$ cat src/rtl/sync_rx_pkg.sv
package sync_rx_pkg;
  typedef logic [1:0] phase_t;
  localparam phase_t PH_SAMPLE = 2'd2;
  localparam phase_t PH_SHIFT  = 2'd3;
endpackage

$ cat src/rtl/sync_rx_phase.sv
module sync_rx_phase
  import sync_rx_pkg::*;
(
  input  logic   clk,
  input  logic   rst_n,
  input  logic   tick_i,
  output phase_t phase_o,
  output logic   sample_o,
  output logic   shift_o
);
  phase_t phase_q, phase_d;

  always_comb begin
    phase_d = phase_q;
    if (tick_i) phase_d = phase_q + 2'd1;
  end

  always_ff @(posedge clk or negedge rst_n) begin
    if (!rst_n) phase_q <= '0;
    else        phase_q <= phase_d;
  end

  assign phase_o  = phase_q;
  assign sample_o = tick_i && (phase_q == PH_SAMPLE);
  assign shift_o  = tick_i && (phase_q == PH_SHIFT);

  // phase steps once per tick, holds otherwise
  a_r2_phase_step: assert property (@(posedge clk) disable iff (!rst_n)
    tick_i |=> phase_q == phase_t'($past(phase_q) + 2'd1));
  a_r2_phase_hold: assert property (@(posedge clk) disable iff (!rst_n)
    !tick_i |=> $stable(phase_q));
endmodule

$ cat src/rtl/sync_rx_shift.sv
module sync_rx_shift #(
  parameter int FRAME_BITS = 8
) (
  input  logic                  clk,
  input  logic                  rst_n,
  input  logic                  sample_i,
  input  logic                  shift_i,
  input  logic                  sdi_i,
  input  logic                  en_i,
  output logic                  active_o,
  output logic                  frame_done_o,
  output logic [FRAME_BITS-1:0] frame_data_o
);
  localparam int CNT_W = (FRAME_BITS > 1) ? $clog2(FRAME_BITS) : 1;
  localparam logic [CNT_W-1:0] LAST = CNT_W'(FRAME_BITS - 1);

  logic                  hold_q, hold_d;
  logic [FRAME_BITS-1:0] sh_q, sh_d, sh_next;
  logic [CNT_W-1:0]      cnt_q, cnt_d;
  logic                  act_q, act_d;
  logic                  start, shft, last;

  assign sh_next = {hold_q, sh_q[FRAME_BITS-1:1]};
  assign start   = shift_i && en_i && !act_q;
  assign shft    = shift_i && act_q;
  assign last    = shft && (cnt_q == LAST);

  always_comb begin
    hold_d = hold_q;
    if (sample_i) hold_d = sdi_i;
    sh_d = sh_q;
    if (shft) sh_d = sh_next;
    cnt_d = cnt_q;
    act_d = act_q;
    if (start) begin
      cnt_d = '0;
      act_d = 1'b1;
    end else if (shft) begin
      if (last) begin
        cnt_d = '0;
        act_d = 1'b0;
      end else begin
        cnt_d = cnt_q + 1'b1;
      end
    end
  end

  always_ff @(posedge clk or negedge rst_n) begin
    if (!rst_n) begin
      hold_q <= 1'b0;
      sh_q   <= '0;
      cnt_q  <= '0;
      act_q  <= 1'b0;
    end else begin
      hold_q <= hold_d;
      sh_q   <= sh_d;
      cnt_q  <= cnt_d;
      act_q  <= act_d;
    end
  end

  assign active_o     = act_q;
  assign frame_done_o = last;
  assign frame_data_o = sh_next;

  // a frame only starts from a shift point with enable set
  a_r3_start_cond: assert property (@(posedge clk) disable iff (!rst_n)
    $rose(act_q) |-> $past(shift_i) && $past(en_i));
  // after the last shift the counter wraps and the frame ends
  a_r5_frame_end: assert property (@(posedge clk) disable iff (!rst_n)
    last |=> (cnt_q == '0) && !act_q);
endmodule

$ cat src/rtl/sync_rx_status.sv
module sync_rx_status #(
  parameter int FRAME_BITS = 8
) (
  input  logic                  clk,
  input  logic                  rst_n,
  input  logic                  frame_done_i,
  input  logic [FRAME_BITS-1:0] frame_data_i,
  input  logic                  en_set_i,
  input  logic                  buf_rd_i,
  input  logic                  instr_stb_i,
  output logic                  en_o,
  output logic [FRAME_BITS-1:0] buf_o,
  output logic                  done_o,
  output logic                  ovr_o
);
  logic                  en_q, en_d;
  logic [FRAME_BITS-1:0] buf_q, buf_d;
  logic                  done_q, done_d;
  logic                  ovr_q, ovr_d;
  logic                  unread_q, unread_d;
  logic                  pend_q, pend_d;

  always_comb begin
    en_d = en_q;
    if (en_set_i)          en_d = 1'b1;
    else if (frame_done_i) en_d = 1'b0;

    buf_d = buf_q;
    if (frame_done_i) buf_d = frame_data_i;

    unread_d = unread_q;
    if (frame_done_i)  unread_d = 1'b1;
    else if (buf_rd_i) unread_d = 1'b0;

    ovr_d = ovr_q;
    if (frame_done_i && unread_q && !buf_rd_i) ovr_d = 1'b1;
    else if (buf_rd_i)                         ovr_d = 1'b0;

    pend_d = pend_q;
    if (frame_done_i)               pend_d = 1'b1;
    else if (instr_stb_i && pend_q) pend_d = 1'b0;

    done_d = done_q;
    if (instr_stb_i && pend_q) done_d = 1'b1;
    else if (buf_rd_i)         done_d = 1'b0;
  end

  always_ff @(posedge clk or negedge rst_n) begin
    if (!rst_n) begin
      en_q     <= 1'b0;
      buf_q    <= '0;
      done_q   <= 1'b0;
      ovr_q    <= 1'b0;
      unread_q <= 1'b0;
      pend_q   <= 1'b0;
    end else begin
      en_q     <= en_d;
      buf_q    <= buf_d;
      done_q   <= done_d;
      ovr_q    <= ovr_d;
      unread_q <= unread_d;
      pend_q   <= pend_d;
    end
  end

  assign en_o   = en_q;
  assign buf_o  = buf_q;
  assign done_o = done_q;
  assign ovr_o  = ovr_q;

  // hardware clears the enable bit at the load
  a_r6_en_clear: assert property (@(posedge clk) disable iff (!rst_n)
    frame_done_i && !en_set_i |=> !en_q);
  // completion waits for a strobe
  a_r7_no_early_done: assert property (@(posedge clk) disable iff (!rst_n)
    !done_q && !(instr_stb_i && pend_q) |=> !done_q);
  // an unread buffer overrun is flagged
  a_r8_ovr_set: assert property (@(posedge clk) disable iff (!rst_n)
    frame_done_i && unread_q && !buf_rd_i |=> ovr_q);
  // a read clears the overrun flag
  a_r9_rd_clears: assert property (@(posedge clk) disable iff (!rst_n)
    buf_rd_i |=> !ovr_q);
endmodule

$ cat src/rtl/sync_rx_master.sv
module sync_rx_master
  import sync_rx_pkg::*;
#(
  parameter int FRAME_BITS = 8
) (
  input  logic                  clk,
  input  logic                  rst_n,
  input  logic                  baud_tick_i,
  input  logic                  rx_en_set_i,
  input  logic                  sdi_i,
  input  logic                  buf_rd_i,
  input  logic                  instr_stb_i,
  output logic                  sclk_o,
  output logic                  rx_en_o,
  output logic [FRAME_BITS-1:0] rx_buf_o,
  output logic                  rx_done_o,
  output logic                  rx_ovr_o
);
  logic [1:0]            rst_sync_q;
  logic                  rst_n_s;
  phase_t                phase;
  logic                  sample_stb, shift_stb;
  logic                  active, frame_done;
  logic [FRAME_BITS-1:0] frame_data;
  logic                  en;

  always_ff @(posedge clk or negedge rst_n) begin
    if (!rst_n) rst_sync_q <= 2'b00;
    else        rst_sync_q <= {rst_sync_q[0], 1'b1};
  end
  assign rst_n_s = rst_sync_q[1];

  sync_rx_phase u_phase (
    .clk      (clk),
    .rst_n    (rst_n_s),
    .tick_i   (baud_tick_i),
    .phase_o  (phase),
    .sample_o (sample_stb),
    .shift_o  (shift_stb)
  );

  sync_rx_shift #(.FRAME_BITS(FRAME_BITS)) u_shift (
    .clk          (clk),
    .rst_n        (rst_n_s),
    .sample_i     (sample_stb),
    .shift_i      (shift_stb),
    .sdi_i        (sdi_i),
    .en_i         (en),
    .active_o     (active),
    .frame_done_o (frame_done),
    .frame_data_o (frame_data)
  );

  sync_rx_status #(.FRAME_BITS(FRAME_BITS)) u_status (
    .clk          (clk),
    .rst_n        (rst_n_s),
    .frame_done_i (frame_done),
    .frame_data_i (frame_data),
    .en_set_i     (rx_en_set_i),
    .buf_rd_i     (buf_rd_i),
    .instr_stb_i  (instr_stb_i),
    .en_o         (en),
    .buf_o        (rx_buf_o),
    .done_o       (rx_done_o),
    .ovr_o        (rx_ovr_o)
  );

  assign sclk_o  = active ? phase[1] : 1'b1;
  assign rx_en_o = en;

  // serial clock idles high outside a frame
  a_r3_idle_high: assert property (@(posedge clk) disable iff (!rst_n_s)
    !active |-> sclk_o);
  // enable clear and frame end coincide with the load
  a_r6_load_ends: assert property (@(posedge clk) disable iff (!rst_n_s)
    frame_done && !rx_en_set_i |=> !rx_en_o && sclk_o);
endmodule

$ cat config.mk
export PLATFORM = sky130hd
export DESIGN_NAME = sync_rx_master
export DESIGN_NICKNAME = d
export VERILOG_FILES = /design/src/rtl/sync_rx_pkg.sv /design/src/rtl/sync_rx_phase.sv /design/src/rtl/sync_rx_shift.sv /design/src/rtl/sync_rx_status.sv /design/src/rtl/sync_rx_master.sv
export SDC_FILE = /design/constraint.sdc
export NUM_CORES = 1
export LEC_CHECK = 0
export BUFFER_PORTS_ARGS = -buffer_cell sky130_fd_sc_hd__buf_2
export CORE_MARGIN = 8
export CORE_UTILIZATION = 37
export CTS_BUF_LIST = sky130_fd_sc_hd__clkbuf_4
export CTS_CLUSTER_SIZE = 8
export DETAILED_ROUTE_END_ITERATION = 10
export HOLD_SLACK_MARGIN = 0.05
export SYNTH_ARGS = -nofsm -noshare
export SYNTH_HDL_FRONTEND = slang
export SYNTH_HIERARCHICAL = 1
export SYNTH_SLANG_ARGS = --single-unit
$ cat constraint.sdc
create_clock -name clk -period 3.15 [get_ports clk]
set_clock_uncertainty 0.15 [all_clocks]
set_input_delay 0.63 -clock clk [delete_from_list [all_inputs] [get_ports clk]]
set_output_delay 0.63 -clock clk [all_outputs]
set_load 0.02 [all_outputs]
### Word-level counts from Yosys, hierarchy flattened

Cells that the tools add are included.

* register bits after elaboration: 30
* input bits: 7

* add/sub/neg operators: 2
* equal/unequal tests: 3
* multiplexer cells: 14
* reduce and logical (&&, ||, !) cells: 19

Operator list (number)
* $reduce_bool A2 Y1: 7
* $mux W1: 11
* $logic_and A1 B1 Y1: 9
* $mux W3: 3
* $eq A2 B2 Y1 const B: 2
* $add A3 B1 Y3 const B: 1
* $eq A3 B3 Y1 const B: 1
* $add A2 B1 Y2 const B: 1
* $logic_not A1 Y1: 2
* $reduce_and A2 Y1: 1

### Depth between registers and ports, before layout

* depth in word-level cells: 7
* mapped depth: 6

### Hierarchy

Netlist, hierarchy kept.

Modules (own cells, without submodules)
* sync_rx_status: times used 1, cells an instance 33, area an instance 506.7 um^2, seq. area each 325.3 um^2
* sync_rx_shift: times used 1, cells an instance 33, area an instance 494.2 um^2, seq. area each 300.3 um^2
* sync_rx_phase: times used 1, cells an instance 10, area an instance 116.4 um^2, seq. area each 50.0 um^2
* sync_rx_master: times used 1, cells an instance 4, area an instance 60.1 um^2, seq. area each 50.0 um^2

### Worst setup path after synthesis

OpenSTA, ideal clock, no wires.

* path kind: input-to-reg
* from: input baud_tick_i
* to: register u_status.buf_q[0] (netlist: u_status/buf_o[0])
* arrival: 1.486 ns
* required time: 2.875 ns
* slack: 1.389 ns
* stages on the path: 4
* path buffers: 1
* cell sequence: and2_2 > and3_2 > buf_6 > mux2_4

* longest elaborated chain between the ends: 3

Ends and longest elaborated chain
* start, declared: RTL line sync_rx_master.sv:8 `input logic baud_tick_i,`
* $logic_and A1 B1 Y1: RTL line sync_rx_phase.sv:25 `assign shift_o = tick_i && (phase_q == PH_SHIFT);`
* $logic_and A1 B1 Y1: RTL line sync_rx_shift.sv:25 `assign shft = shift_i && act_q;`
* $logic_and A1 B1 Y1: RTL line sync_rx_shift.sv:26 `assign last = shft && (cnt_q == LAST);`
* via frame_done: RTL line sync_rx_master.sv:23 `logic active, frame_done;`
* end signal, assigned: RTL line sync_rx_status.sv:58 `buf_q <= buf_d;`
* end, declared: RTL line sync_rx_status.sv:17 `logic [FRAME_BITS-1:0] buf_q, buf_d;`

The timed path passes the listed nets, and every way through them passes these cells.
A chain may end at the register's enable or synchronous reset.

### Final worst setup path

* from: register u_shift.act_q (netlist: u_shift/active_o)
* to: output sclk_o

* longest elaborated chain between the ends: 1

Ends and longest elaborated chain
* start, declared: RTL line sync_rx_shift.sv:20 `logic act_q, act_d;`
* start signal, assigned: RTL line sync_rx_shift.sv:58 `act_q <= act_d;`
* $mux W1: RTL line sync_rx_master.sv:68 `assign sclk_o = active ? phase[1] : 1'b1;`
* end, declared: RTL line sync_rx_master.sv:13 `output logic sclk_o,`

Every way passes these cells.

==> results.txt <==
Outcome: finished clean
Synth Area in Compound Gates: 0.0563
Clock transition at path regs: 0.09 ns
ANT cells: 0
Residual DRC: 0
IO Port Bufs: 18
Sequential share of power: 0.541
CP delay by family, top: flip-flops
Crit-path slowest cell: dfrtp_1
Post-CTS sizing: 0
GR Overflow Total: 0
Minimum clock period: 1.84 ns
Die area: 5240 um^2
Hold Path Class: reg -> reg
Via-to-Cell Ratio: 4.43
Final setup fails: 0
Startpoint types: flop
Clock sink total: 29
Nets@finish: 115
Max-cap violations: 0
Largest net degree at the start of global routing: 28
Final Max Tran Viols: 0
Setup TNS: 0 ns
GPL Wtd Cong: 0.707
Die width: 72.4 um
Max FO, Critical Path: 7
Vias in the first global route: 735
Placed cells: 140
I/O pin count: 19
Place WS: 1.14 ns
Reg2reg setup slack: 1.41 ns
Wirelength per Cell: 12.2 um
Net Switching: 303 uW
Multi-input gate area: 410 um^2
Clk pwr share: 0.213
CTS Buf Count: 5
GRT Total Usage: 0.0819
RSZ-0062 raised after global routing: no
Longest Clk Path Bufs: 2
Clock Latency Late Sink: 0.32 ns
CP bufs+invs: 1
Worst IR Drop VDD: 0.332 mV
Net Sw Frac: 0.302
Critical path class: reg -> out
Mapped Cells: 80
Combinational family with the most area after synthesis: multiplexers
Worst endpoint required time: 2.37 ns
# fillers: 308
Int Power: 698 uW
Clock Tree Root: clkbuf_4
Final HPWL DP: 1.32 mm
Power Dens Cells: 731 nW/um^2
Synth Area in XOR/XNOR: 0.00744
Adder-cell share of the synthesized area: 0.0425
Commonest non-fill, non-tap cell in the layout: dfrtp_1
Final wirelength: 1.82 mm
Cells on worst reg2reg path: 4
Post-CTS setup buffer count: 0
Worst flop-to-flop path startpoint: u_shift/cnt_q[0]
Core area: 3050 um^2
Worst Tran Pin Value: 1.02 ns
Syn nets: 91
First-pass DRT Iterations: 4
Final setup margin: 1.31 ns
Flops & latches, synth: 29
Synth Area in Simple Gates: 0.0521
Final Instance Count excl. Fillers: 149
Post-synthesis sequential area ratio: 0.616
ANT nets after route: 0
Row count: 20
Reg area: 726 um^2
Arrival time worst endpoint: 1.06 ns
Crit-path max cell delay: 0.48 ns
Antenna violations before repair: 0
Combinational group share of total power: 0.246
Hold path cells: 0
Vias: 660
Period utilization: 0.585
Mapped Area: 1180 um^2
Hold EP: rst_sync_q[1]
R2R Path End: u_status/buf_o[2]
Worst Hold Launch: rst_sync_q[0]
CTS tree: built
Initial core utilization: 0.386
Post-synth cell types: 21
Setup crit end kind: output pin
H-tree depth: 2
Final Hold Fails: 0
Critical Path, Cell by Cell: nand2b_1 > buf_2
Die H: 72.4 um
First-pass GRT wire length: 3.30 mm
Syn avg cell area: 14.7 um^2
Mux contribution to synthesized area: 0.187
Pleak: 0.000687 uW
Most frequent cells in the layout: dfrtp_1, buf_2, mux2_2, mux2_4
Yosys warns: 6
Initial DRC Count: 33
Area Overhead vs Synth: 16.3%
Max_slew headroom: 0.317
Share of layout cells above drive strength 1: 0.438
Highest Clock Rate: 542 MHz
==> power by group through the flow <==
stage	Sequential (uW)	Combinational (uW)	Clock, uW
floorplan	544	190	0
global placement	546	239	0
detailed placement	552	250	0
CTS	544	252	225
global route	557	275	241
finish	541	246	213
==> worst max path at each step <==
stage | depth (start not counted) | slack, ns | from | endpoint
final | 2 | 1.31 | u_shift/active_o | sclk_o
after global routing | 2 | 1.24 | u_shift/active_o | sclk_o
after CTS | 2 | 1.27 | u_shift/active_o | sclk_o
after detailed placement | 4 | 1.14 | baud_tick_i | u_status/buf_o[6]
after global placement | 4 | 1.17 | baud_tick_i | u_status/buf_o[6]
after floorplan | 4 | 1.39 | baud_tick_i | u_status/buf_o[0]
==> registers in the layout, indices dropped and copies added (netlist names) <==
name / flops
u_status/buf_o: 8
u_shift/sh_q: 7
u_shift/cnt_q: 3
rst_sync_q: 2
u_phase/phase_o: 2
u_shift/active_o: 1
u_shift/hold_q: 1
u_status/done_o: 1
u_status/en_o: 1
u_status/ovr_o: 1
u_status/pend_q: 1
u_status/unread_q: 1
==> final cells by class <==
cell class,instances,share of cell area
Sequential cell,29,0.530
Clock inverter,2,0.00731
Tap cell,44,0.0402
Timing Repair Buffer,19,0.0731
Clock buffer,6,0.0329
Inverter,6,0.0165
Multi-Input combinational cell,43,0.300
==> synthesized netlist by cell type <==
cell	instances	area, um^2
dfrtp_1	29	726
inv_1	6	22.5
nand2b_1	2	12.5
nand2_1	1	3.75
a21o_1	1	7.51
buf_4	1	7.51
o2bb2ai_1	1	8.76
conb_1	1	3.75
ha_1	4	50.1
nand2_4	1	11.3
and3_2	1	7.51
and2_2	2	15.0
buf_6	1	11.3
xor2_1	1	8.76
a21oi_1	2	10.0
nor2_1	3	11.3
o21ai_0	4	20.0
mux2_2	8	90.1
a32o_1	2	20.0
mux2_4	8	120
mux2i_1	1	10.0
==> cell families after synthesis <==
group,count (synthesis)
compound gates,10
xor+xnor,1
fa+ha+maj,4
buf+inv,8
flops,29
mux,17
other cells,1
simple gates,10
==> through the flow <==
stage               hold WS, ns  utilization  total power [uW]  cell area (um^2)
floorplan                 0.181            -               734              1180
global placement          0.188        0.427               785              1300
detailed placement        0.190        0.427               802              1300
CTS                       0.212        0.448              1020              1370
global route              0.215        0.448              1070              1370
finish                    0.209        0.448              1000              1370
==> what timing repair did <==
action / CTS / global route
hold endpoints to repair: 2 / 0
setup endpoints to repair: 0 / 0
hold buffers: 1 / 0
==> metal layers <==
| layer | part of all wire | vias to the layer above | wire length, um | global-route usage |
|---|---|---|---|---|
| met5 | 0 | - | 0 | 0 |
| li1 | - | 316 | - | - |
| met3 | 0.060 | 5 | 110 | 0.0386 |
| met1 | 0.46 | 321 | 845 | 0.0905 |
| met2 | 0.46 | 18 | 835 | 0.123 |
| met4 | 0.017 | 0 | 31 | 0.0533 |
(Power assumes the default switching activity.)
